`src/rtl/snoop_pkg.sv`:
```
// Package: shared opcode values, phase codes and the decoded-opcode record
// used by the command snooper modules.
package snoop_pkg;

    localparam int BYTE_W = 8;
    localparam int CNT_W  = 3;
    localparam int WID_W  = 3;

    localparam logic [BYTE_W-1:0] OPC_READ  = 8'h03;
    localparam logic [BYTE_W-1:0] OPC_PROG  = 8'h02;
    localparam logic [BYTE_W-1:0] OPC_PROG2 = 8'hA2;
    localparam logic [BYTE_W-1:0] OPC_PROG4 = 8'h32;
    localparam logic [BYTE_W-1:0] OPC_FAST  = 8'h0B;
    localparam logic [BYTE_W-1:0] OPC_OUT2  = 8'h3B;
    localparam logic [BYTE_W-1:0] OPC_OUT4  = 8'h6B;
    localparam logic [BYTE_W-1:0] OPC_IO2   = 8'hBB;
    localparam logic [BYTE_W-1:0] OPC_IO4   = 8'hEB;

    localparam logic [WID_W-1:0] LINK_X1 = 3'd1;
    localparam logic [WID_W-1:0] LINK_X2 = 3'd2;
    localparam logic [WID_W-1:0] LINK_X4 = 3'd4;

    typedef enum logic [2:0] {
        PH_CMD   = 3'd0,
        PH_ADDR  = 3'd1,
        PH_DUMMY = 3'd2,
        PH_DATA  = 3'd3,
        PH_PASS  = 3'd4
    } phase_e;

    typedef enum logic [1:0] {
        WM_KEEP  = 2'd0,
        WM_LATER = 2'd1,
        WM_NOW   = 2'd2
    } wmode_e;

    typedef struct packed {
        logic              known;
        logic [CNT_W-1:0]  span;
        logic [1:0]        dummies;
        wmode_e            wmode;
        logic [WID_W-1:0]  wval;
    } op_info_t;

endpackage

```
`src/rtl/snoop_opdec.sv`:
```
// Opcode decoder: maps a command byte to its countdown length, the number of
// dummy bytes at the end of that countdown, and the link-width action.
// Assumes: purely combinational, byte taken only when the tracker waits.
module snoop_opdec
    import snoop_pkg::*;
(
    input  logic [BYTE_W-1:0] opcode,
    output op_info_t          info
);

    // Table lookup of the opcode properties
    always_comb begin
        info         = '0;
        info.known   = 1'b1;
        info.wmode   = WM_KEEP;
        info.wval    = LINK_X1;
        unique case (opcode)
            OPC_READ, OPC_PROG: begin
                info.span = 3'd3;
            end
            OPC_PROG2: begin
                info.span  = 3'd3;
                info.wmode = WM_LATER;
                info.wval  = LINK_X2;
            end
            OPC_PROG4: begin
                info.span  = 3'd3;
                info.wmode = WM_LATER;
                info.wval  = LINK_X4;
            end
            OPC_FAST: begin
                info.span    = 3'd4;
                info.dummies = 2'd1;
            end
            OPC_OUT2: begin
                info.span    = 3'd4;
                info.dummies = 2'd1;
                info.wmode   = WM_LATER;
                info.wval    = LINK_X2;
            end
            OPC_OUT4: begin
                info.span    = 3'd4;
                info.dummies = 2'd1;
                info.wmode   = WM_LATER;
                info.wval    = LINK_X4;
            end
            OPC_IO2: begin
                info.span    = 3'd4;
                info.dummies = 2'd1;
                info.wmode   = WM_NOW;
                info.wval    = LINK_X2;
            end
            OPC_IO4: begin
                info.span    = 3'd6;
                info.dummies = 2'd2;
                info.wmode   = WM_NOW;
                info.wval    = LINK_X4;
            end
            default: begin
                info.known = 1'b0;
            end
        endcase
    end

endmodule

```
`src/rtl/snoop_phase.sv`:
```
// Phase tracker: waits for an opcode, counts address and dummy bytes down,
// then holds the data phase (or pass-through for unknown opcodes) until the
// chip-select window closes.
// Assumes: step is one accepted byte; clear restarts the tracker.
module snoop_phase
    import snoop_pkg::*;
(
    input  logic     clk,
    input  logic     rst_n,
    input  logic     clear,
    input  logic     step,
    input  op_info_t info,
    output phase_e   phase,
    output logic     at_cmd
);

    typedef enum logic [1:0] {
        ST_WAIT   = 2'd0,
        ST_COUNT  = 2'd1,
        ST_STRIPE = 2'd2,
        ST_PASS   = 2'd3
    } st_e;

    st_e              st;
    logic [CNT_W-1:0] left;
    logic [1:0]       dum;

    // State and countdown update per accepted byte
    always_ff @(posedge clk) begin
        if (!rst_n || clear) begin
            st   <= ST_WAIT;
            left <= '0;
            dum  <= '0;
        end else if (step) begin
            unique case (st)
                ST_WAIT: begin
                    if (info.known) begin
                        st   <= ST_COUNT;
                        left <= info.span;
                        dum  <= info.dummies;
                    end else begin
                        st <= ST_PASS;
                    end
                end
                ST_COUNT: begin
                    left <= left - 1'b1;
                    if (left == CNT_W'(1)) begin
                        st <= ST_STRIPE;
                    end
                end
                default: ;
            endcase
        end
    end

    // Role of the byte presented this cycle
    always_comb begin
        unique case (st)
            ST_WAIT:   phase = PH_CMD;
            ST_STRIPE: phase = PH_DATA;
            ST_PASS:   phase = PH_PASS;
            default:   phase = (left <= CNT_W'(dum)) ? PH_DUMMY : PH_ADDR;
        endcase
    end

    assign at_cmd = (st == ST_WAIT);

endmodule

```
`src/rtl/snoop_width.sv`:
```
// Link-width scheduler: holds the active line count, applies immediate
// changes on the opcode byte and deferred changes after a byte countdown.
// Assumes: deferred countdown starts with the byte after the opcode.
module snoop_width
    import snoop_pkg::*;
(
    input  logic             clk,
    input  logic             rst_n,
    input  logic             clear,
    input  logic             step,
    input  logic             at_cmd,
    input  op_info_t         info,
    output logic [WID_W-1:0] width
);

    logic [WID_W-1:0] pend;
    logic [CNT_W-1:0] wait_cnt;

    // Width, pending width and deferral countdown
    always_ff @(posedge clk) begin
        if (!rst_n || clear) begin
            width    <= LINK_X1;
            pend     <= LINK_X1;
            wait_cnt <= '0;
        end else if (step) begin
            if (wait_cnt != '0) begin
                wait_cnt <= wait_cnt - 1'b1;
                if (wait_cnt == CNT_W'(1)) begin
                    width <= pend;
                end
            end
            if (at_cmd && info.known) begin
                unique case (info.wmode)
                    WM_NOW: width <= info.wval;
                    WM_LATER: begin
                        pend     <= info.wval;
                        wait_cnt <= info.span;
                    end
                    default: ;
                endcase
            end
        end
    end

endmodule

```
`src/rtl/snoop_lanes.sv`:
```
// Lane steering: mirrors bytes to all buses before the data phase, rotates
// a one-hot bus select through the data phase, and sizes dummy bursts.
// Assumes: the rotation pointer is cleared with each chip-select window.
module snoop_lanes
    import snoop_pkg::*;
#(
    parameter int NUM_BUS = 2
) (
    input  logic               clk,
    input  logic               rst_n,
    input  logic               clear,
    input  logic               step,
    input  phase_e             phase,
    input  logic [WID_W-1:0]   width,
    output logic [NUM_BUS-1:0] bus_en,
    output logic [NUM_BUS-1:0] rx_keep,
    output logic [3:0]         dummy_clks
);

    localparam int PTR_W = (NUM_BUS > 1) ? $clog2(NUM_BUS) : 1;
    localparam logic [PTR_W-1:0] PTR_LAST = PTR_W'(NUM_BUS - 1);

    logic [PTR_W-1:0] ptr;
    logic             in_data;
    logic             in_dummy;

    assign in_data  = (phase == PH_DATA);
    assign in_dummy = (phase == PH_DUMMY);

    // Rotate the data-phase bus pointer per accepted byte
    always_ff @(posedge clk) begin
        if (!rst_n || clear) begin
            ptr <= '0;
        end else if (step && in_data) begin
            ptr <= (ptr == PTR_LAST) ? '0 : ptr + 1'b1;
        end
    end

    // Per-bus enable and receive-keep flags
    for (genvar g = 0; g < NUM_BUS; g++) begin : g_bus
        assign bus_en[g]  = in_data ? (ptr == PTR_W'(g)) : 1'b1;
        assign rx_keep[g] = in_data ? (ptr == PTR_W'(g))
                                    : (!in_dummy && (g == 0));
    end

    // Dummy burst length: one byte spread over the active lines
    always_comb begin
        dummy_clks = 4'd0;
        if (in_dummy) begin
            unique case (width)
                LINK_X2: dummy_clks = 4'd4;
                LINK_X4: dummy_clks = 4'd2;
                default: dummy_clks = 4'd8;
            endcase
        end
    end

endmodule

```
`src/rtl/snoop_tracker.sv`:
```
// Top: flash command snooper. Accepts one byte per byte_valid while
// cs_active is high; cs_active low restarts decode at the next byte.
// Assumes: outputs describe the byte presented in the same cycle.
module snoop_tracker
    import snoop_pkg::*;
#(
    parameter int NUM_BUS = 2
) (
    input  logic               clk,
    input  logic               rst_n,
    input  logic               cs_active,
    input  logic               byte_valid,
    input  logic [7:0]         byte_data,
    output logic [2:0]         phase,
    output logic [2:0]         link_width,
    output logic [3:0]         dummy_clks,
    output logic [NUM_BUS-1:0] bus_en,
    output logic [NUM_BUS-1:0] rx_keep
);

    logic     clear;
    logic     step;
    logic     at_cmd;
    op_info_t info;
    phase_e   ph;

    assign clear = !cs_active;
    assign step  = cs_active && byte_valid;

    snoop_opdec u_dec (
        .opcode (byte_data),
        .info   (info)
    );

    snoop_phase u_phase (
        .clk    (clk),
        .rst_n  (rst_n),
        .clear  (clear),
        .step   (step),
        .info   (info),
        .phase  (ph),
        .at_cmd (at_cmd)
    );

    snoop_width u_width (
        .clk    (clk),
        .rst_n  (rst_n),
        .clear  (clear),
        .step   (step),
        .at_cmd (at_cmd),
        .info   (info),
        .width  (link_width)
    );

    snoop_lanes #(.NUM_BUS(NUM_BUS)) u_lanes (
        .clk        (clk),
        .rst_n      (rst_n),
        .clear      (clear),
        .step       (step),
        .phase      (ph),
        .width      (link_width),
        .bus_en     (bus_en),
        .rx_keep    (rx_keep),
        .dummy_clks (dummy_clks)
    );

    assign phase = ph;

endmodule

```
`config.mk`:
```
export PLATFORM = sky130hd
export DESIGN_NAME = snoop_tracker
export DESIGN_NICKNAME = d
export VERILOG_FILES = /design/src/rtl/snoop_pkg.sv /design/src/rtl/snoop_opdec.sv /design/src/rtl/snoop_phase.sv /design/src/rtl/snoop_width.sv /design/src/rtl/snoop_lanes.sv /design/src/rtl/snoop_tracker.sv
export SDC_FILE = /design/constraint.sdc
export NUM_CORES = 1
export LEC_CHECK = 0
export ABC_AREA = 1
export BUFFER_PORTS_ARGS = -buffer_cell sky130_fd_sc_hd__buf_2
export CAP_MARGIN = 20
export CORE_UTILIZATION = 40
export CTS_BUF_LIST = sky130_fd_sc_hd__clkbuf_4
export CTS_CLUSTER_SIZE = 24
export DETAILED_ROUTE_END_ITERATION = 7
export SLEW_MARGIN = 20
export SYNTH_ARGS = -nofsm -noshare
export SYNTH_HDL_FRONTEND = slang
export SYNTH_SLANG_ARGS = --single-unit
```
`constraint.sdc`:
```
create_clock -name clk -period 4.1 [get_ports clk]
set_input_delay 0.205 -clock clk [delete_from_list [all_inputs] [get_ports clk]]
set_output_delay 0.205 -clock clk [all_outputs]
set_load 0.005 [all_outputs]
```
==> Word level (Yosys, flattened, before mapping) <==
Cells that the tools add are included.
W data, S select, Z words.
{ "word_totals": {"ff_bits": 17, "ramBits": 0, "rom_bits": 0, "out_inout_bits": 14, "latch_bits": 0, "in_bits": 12, "memories": 0, "wordCells": 78} }
{ "classes": {"n_div": 0, "muxes": 25, "order_cmp": 1, "reduce_logical": 19, "n_addsub": 3, "n_bitwise": 1, "eq_ne": 22, "mul": 0, "n_shift": 0} }
{ "ops": {"columns": ["cell", "count"], "rows": [
  ["$eq A8 B8 Y1 const B", 3],
  ["$mux W3", 8],
  ["$pmux W5 S4", 1],
  ["$pmux W3 S3", 2],
  ["$eq A8 B2 Y1 const B", 2],
  ["$eq A8 B6 Y1 const B", 2],
  ["$reduce_and A3 Y1", 4],
  ["$eq A3 B2 Y1 const B", 3],
  ["$reduce_or A9 Y1", 1],
  ["$eq A8 B4 Y1 const B", 1],
  ["$eq A8 B7 Y1 const B", 1],
  ["$pmux W2 S2", 2],
  ["$pmux W4 S2", 1],
  ["$reduce_or A4 Y1", 2],
  ["$eq A2 B2 Y1 const B", 3],
  ["$eq A3 B1 Y1 const B", 2],
  ["$mux W1", 6],
  ["$mux W2", 3],
  ["$pmux W3 S2", 1],
  ["$sub A3 B1 Y3 const B", 2],
  ["$eq A2 B1 Y1 const B", 2],
  ["$mux W4", 1],
  ["$reduce_or A2 Y1", 2],
  ["$eq A3 B3 Y1 const B", 1],
  ["other kinds (11)", 15]
]} }

==> Longest topological paths before layout <==
{ "logic_depth": {"depth_word": 6, "depth_mapped": 12, "mapped_depth_nobuf": 12} }

==> Modules after synthesis <==
From an unflattened synthesis, not the netlist that was laid out.
{ "unflattened": {"hier_cells": 253, "hier_area_um2": 1536.5} }
{ "modules_own_cells": {"columns": ["module", "cells_each", "seq_area_each_um2", "n_inst", "area_per_inst_um2"], "rows": [
  ["snoop_width", 93, 180.2, 1, 584.3],
  ["snoop_phase", 77, 140.1, 1, 504.2],
  ["snoop_opdec", 50, 0.0, 1, 270.3],
  ["snoop_lanes", 30, 20.0, 1, 166.4],
  ["snoop_tracker", 3, 0.0, 1, 11.3]
]} }

==> Least setup slack after synthesis <==
OpenSTA, ideal clock, no wires.
{ "synth_path": {"kind": "register -> register", "startpoint": "register u_width.wait_cnt[0]", "endpoint": "register u_width.width[2]", "required_time_ps": 4031, "slack_ps": 2311, "setup_ps": 69, "synth_period_minus_slack_ps": 1789, "stages_incl_launch_ff": 12, "arrival_ps": 1719, "n_path_buf": 0, "cell_sequence": "dfxtp_1 -> inv_1 -> ha_1 -> ha_1 -> nand3b_1 -> o21ai_0 -> nand3_1 -> nand2_1 -> nand3_1 -> nand2_1 -> nand2_1 -> a21oi_2"} }
{ "synth_between": {"elab_chain_len": 5, "elab_cells_between_ends": 6, "cone_classes": "eq/ne (1); mux (4); reduce/logical (1)"} }
{ "synth_rtl": {"columns": ["item", "line_no", "source"], "rows": [
  ["start: declaration", "snoop_width.sv:17", "logic [CNT_W-1:0] wait_cnt;"],
  ["start signal: assignment", "snoop_width.sv:27", "wait_cnt <= wait_cnt - 1'b1;"],
  ["start signal: assignment", "snoop_width.sv:37", "wait_cnt <= info.span;"],
  ["$eq A3 B1 Y1", "snoop_width.sv:28", "if (wait_cnt == CNT_W'(1)) begin"],
  ["$mux W3", "snoop_width.sv:28", null],
  ["$mux W3 (*)", "snoop_width.sv:26", "if (wait_cnt != '0) begin"],
  ["$mux W3", "snoop_width.sv:33", "unique case (info.wmode)"],
  ["$mux W3 (*)", "snoop_width.sv:32", "if (at_cmd && info.known) begin"],
  ["end signal: assignment", "snoop_width.sv:29", "width <= pend;"],
  ["end signal: assignment", "snoop_width.sv:34", "WM_NOW: width <= info.wval;"],
  ["end: declaration", "snoop_width.sv:13", "output logic [WID_W-1:0] width"]
]} }
Every way passes the cells marked *; elsewhere a longest branch is shown, timed or not.
A chain may end at the register's enable or synchronous reset.

==> Final worst setup path <==
Ends and elaborated chain as after synthesis.

==> metrics.md <==
| Metric | Value |
|---|---|
| Crit path capture | u_width.width[2] |
| Worst-path fanout max | 6 |
| Remaining global-route overflow | 0 |
| Post-route setup slack | 2090 ps |
| Final hold slack | roughly 210 ps |
| R2r endpoint | u_width.width[2] |
| Fin area | 1630 um2 |
| Worst Path Required | 4340 ps |
| Yosys reg bits | 17 |
| Setup Viol. Count Final | 0 |
| Final Hold Fails | 0 |
| Fin Setup TNS | 0 ps |
| Synth-to-Final Area Change | 13.5% |
| Reg power frac | around 54% |
| H-tree depth | 1 |
| Diode count | 0 |
| PortBufs | 24 |
| Post-DP HPWL | between 2 and 2.5 mm |
| Setup CP Type | reg2reg |
| DRT iter0 DRCs | 50 |
| Worst vdd ir | between 0.00008 and 0.00009 V |
| RSZ-0062 raised after global routing | no |
| Clk pwr share | a little under a third |
| Fin. max-slew vios | 0 |
| Clock latency on the worst-skew pair | 300 ps |
| Initial antenna violation count | 0 |
| Post-DRT Antenna Nets | 0 |
| Source of the worst hold timing path | byte_valid |
| Fmax | 0.498 GHz |
| Utilization after layout | 48.1% |
| Clock Path Buffers | 2 |
| Sw frac | 30.0% |
| Hold buffers post-CTS | 0 |
| Tmin final | ~2000 ps |
| Area after DPL | approximately 1600 um2 |
| CTS Buf Count | 3 |
| Post-CTS Resized | 0 |
| Yosys cell types | 33 |
| Status | finished clean |
| Syn Std Cell Area | 1440 um2 |
| Area fraction of the dominant cell type after synthesis | 23.7% |
| PD cells | 192 nW/um2 |
| Num ports | 26 |
| TritonRoute pass-1 iters | 4 |
| CTS root buf | clkbuf_4 |
| Largest net degree at the start of global routing | 13 |
| Synth area leaders | dfxtp_1, nand2_1, inv_1, ha_1, nand2_2 |
| Sw Pwr | between 0.09 and 0.1 mW |
| Max cap viols | 0 |
| Die Y | 61.9 um |
| FF-to-FF setup slack | 2090 ps |
| Pre-CTS setup slack | between 2000 and 2500 ps |
| Final period utilization | 49.0% |
| Post-CTS setup buffer count | 0 |
| # fillers | 382 |
| HP Class | in2reg |
| Share of layout cells above drive strength 1 | 26.6% |
| Syn Inst Count | 222 |
| Slew margin rel. | 60.8% |
| Total routed wirelength | 2.86 mm |
| Final Skew | approximately 7.3 ps |
| Clock transition at path regs | 110 ps |
| CP Launch Type | flop |
| Mapped Nets | ~240 |
| RePlAce Congestion | around 0.80 |
| Placed cell count | 290 |
| Total power | 0.312 mW |
| Pint | 0.219 mW |
| Avg Inst Size Synth | 6.46 um2 |
| Post-DR vias/cell | 4.55 |
| Overall Global Routing Usage | 16.3% |
| Cell taking the most area after synthesis | dfxtp_1 |
| Nets@finish | 269 |
| Remaining DRCs | 0 |
| # rows | 21 |
| Die Span X | 61.9 um |
| Worst Setup SP | u_width.wait_cnt[0] |
| Post-synthesis sequential area ratio | 23.7% |
| Yosys warns | 0 |
| Vias in the first global route | 1115 |
| RR Startpoint | u_width.wait_cnt[0] |
| Worst Setup End Kind | flop |
| Core Footprint | ~3400 um2 |
| Arrival time of the worst setup path | 2250 ps |
| Post-Layout Cell Count | 294 |
| # clock sinks | 17 |
| CTS tree | built |
| Comb power frac | 15.4% |
| Vias | 1339 |
| Starting Density | 42.3% |
| WL per Instance | 9.72 um |
| R2r worst-path depth | 11 |
| Die ar. | 3830 um2 |
| Pleak | 0.821 nW |
| First-pass GRT wire length | 4.59 mm |
| Worst slew pin tran | 587 ps |
-- metal layers --
metal | track usage, % | share of wire [%] | up-vias
met2 | 27.5 | 43 | 25
met4 | 7.62 | 2.1 | 0
met3 | 1.86 | 3.4 | 4
met1 | 20.8 | 52 | 568
li1 | - | - | 742
met5 | 0 | 0 | -
-- cell families after synthesis --
kind of cell,Yosys count,synth area share [%]
AOI/OAI and AO/OA,33,14.5
xor gates and xnor gates,2,1.22
adders and majority gates,8,6.97
buffers and inverters,40,10.8
DFF,17,23.7
other,1,0.261
and+or+nand+nor,121,42.5
-- registers in the layout, indices dropped and copies added (netlist names) --
| register | count |
|---|---|
| u_phase.left | 3 |
| u_width.pend | 3 |
| u_width.wait_cnt | 3 |
| u_width.width | 3 |
| u_phase.dum | 2 |
| u_phase.st | 2 |
| u_lanes.ptr | 1 |
-- cell usage in the layout, fill, tap and decap left out, types with 2 or more instances in the layout --
cell,netlist,final
inv_1,33,33
nand4_1,2,2
o21ai_0,12,12
ha_1,8,8
inv_2,4,4
o21ai_1,3,3
clkbuf_4,0,3
dfxtp_1,17,17
a21oi_2,5,5
clkinv_2,1,2
nand3_2,2,2
a21oi_1,9,9
nor3_1,2,2
nor2_1,20,20
buf_2,0,24
nand2_2,13,13
nand3_1,9,9
nor2_4,3,3
nor2_2,3,3
nand2_4,3,3
nand2_1,59,59
-- final cells by class --
class,count,area [um2],share of cell area (%)
clock buffer,3,22.5,1.38
tap,46,57.6,3.53
timing repair buffer,24,120,7.37
inverter,38,144,8.83
sequential,17,340,20.9
multi-input combinational,165,940,57.7
clock inverter,1,5.00,0.307
-- worst max-delay path, cell delays in order (launching register included) --
cell      delay [ps]
dfxtp_1          410
inv_1             60
ha_1             210
ha_1             250
nand3b_1         270
o21ai_0          260
nand3_1          100
nand2_1           70
nand3_1           70
nand2_1           90
nand2_1           60
a21oi_2          110
-- cell usage after synthesis --
library cell and n:
o21bai_1 1, a21oi_1 9, nor3b_1 1, xnor2_1 1, ha_1 8, dfxtp_1 17, o21ai_4 1, clkinv_2 1
nand2_2 13, buf_4 1, o211ai_1 1, nor4_1 1, conb_1 1, nor3_1 2, nand3b_1 1, xor2_1 1
nand2_1 59, clkbuf_1 1, nand2_4 3, nor2_8 1, inv_2 4, nand3_2 2, nor2_2 3, nor2_1 20
nand4_1 2, nor2_4 3, o21ai_1 3, inv_1 33, a211oi_2 1, a21oi_2 5, nand3_4 1, o21ai_0 12
nand3_1 9
-- how the worst min path moves through the flow --
stage	cells after the start	slack [ps]	end
2_1_floorplan	3	400	u_width.width[0]
3_3_place_gp	2	440	u_width.pend[0]
3_5_place_dp	2	440	u_width.pend[0]
4_1_cts	4	210	u_width.width[0]
5_1_grt	4	260	u_width.width[0]
6_report	4	210	u_width.width[0]
-- power by group through the flow --
stage | Sequential [mW] | Combinational, mW | Clock [mW]
CTS | 0.168 | 0.0486 | 0.0983
global route | 0.169 | 0.0546 | 0.102
floorplan | 0.172 | 0.0334 | 0
detailed placement | 0.172 | 0.0485 | 0
global placement | 0.172 | 0.0487 | 0
finish | 0.168 | 0.0482 | 0.0960
Note: power is estimated with default switching activity, not from simulation.
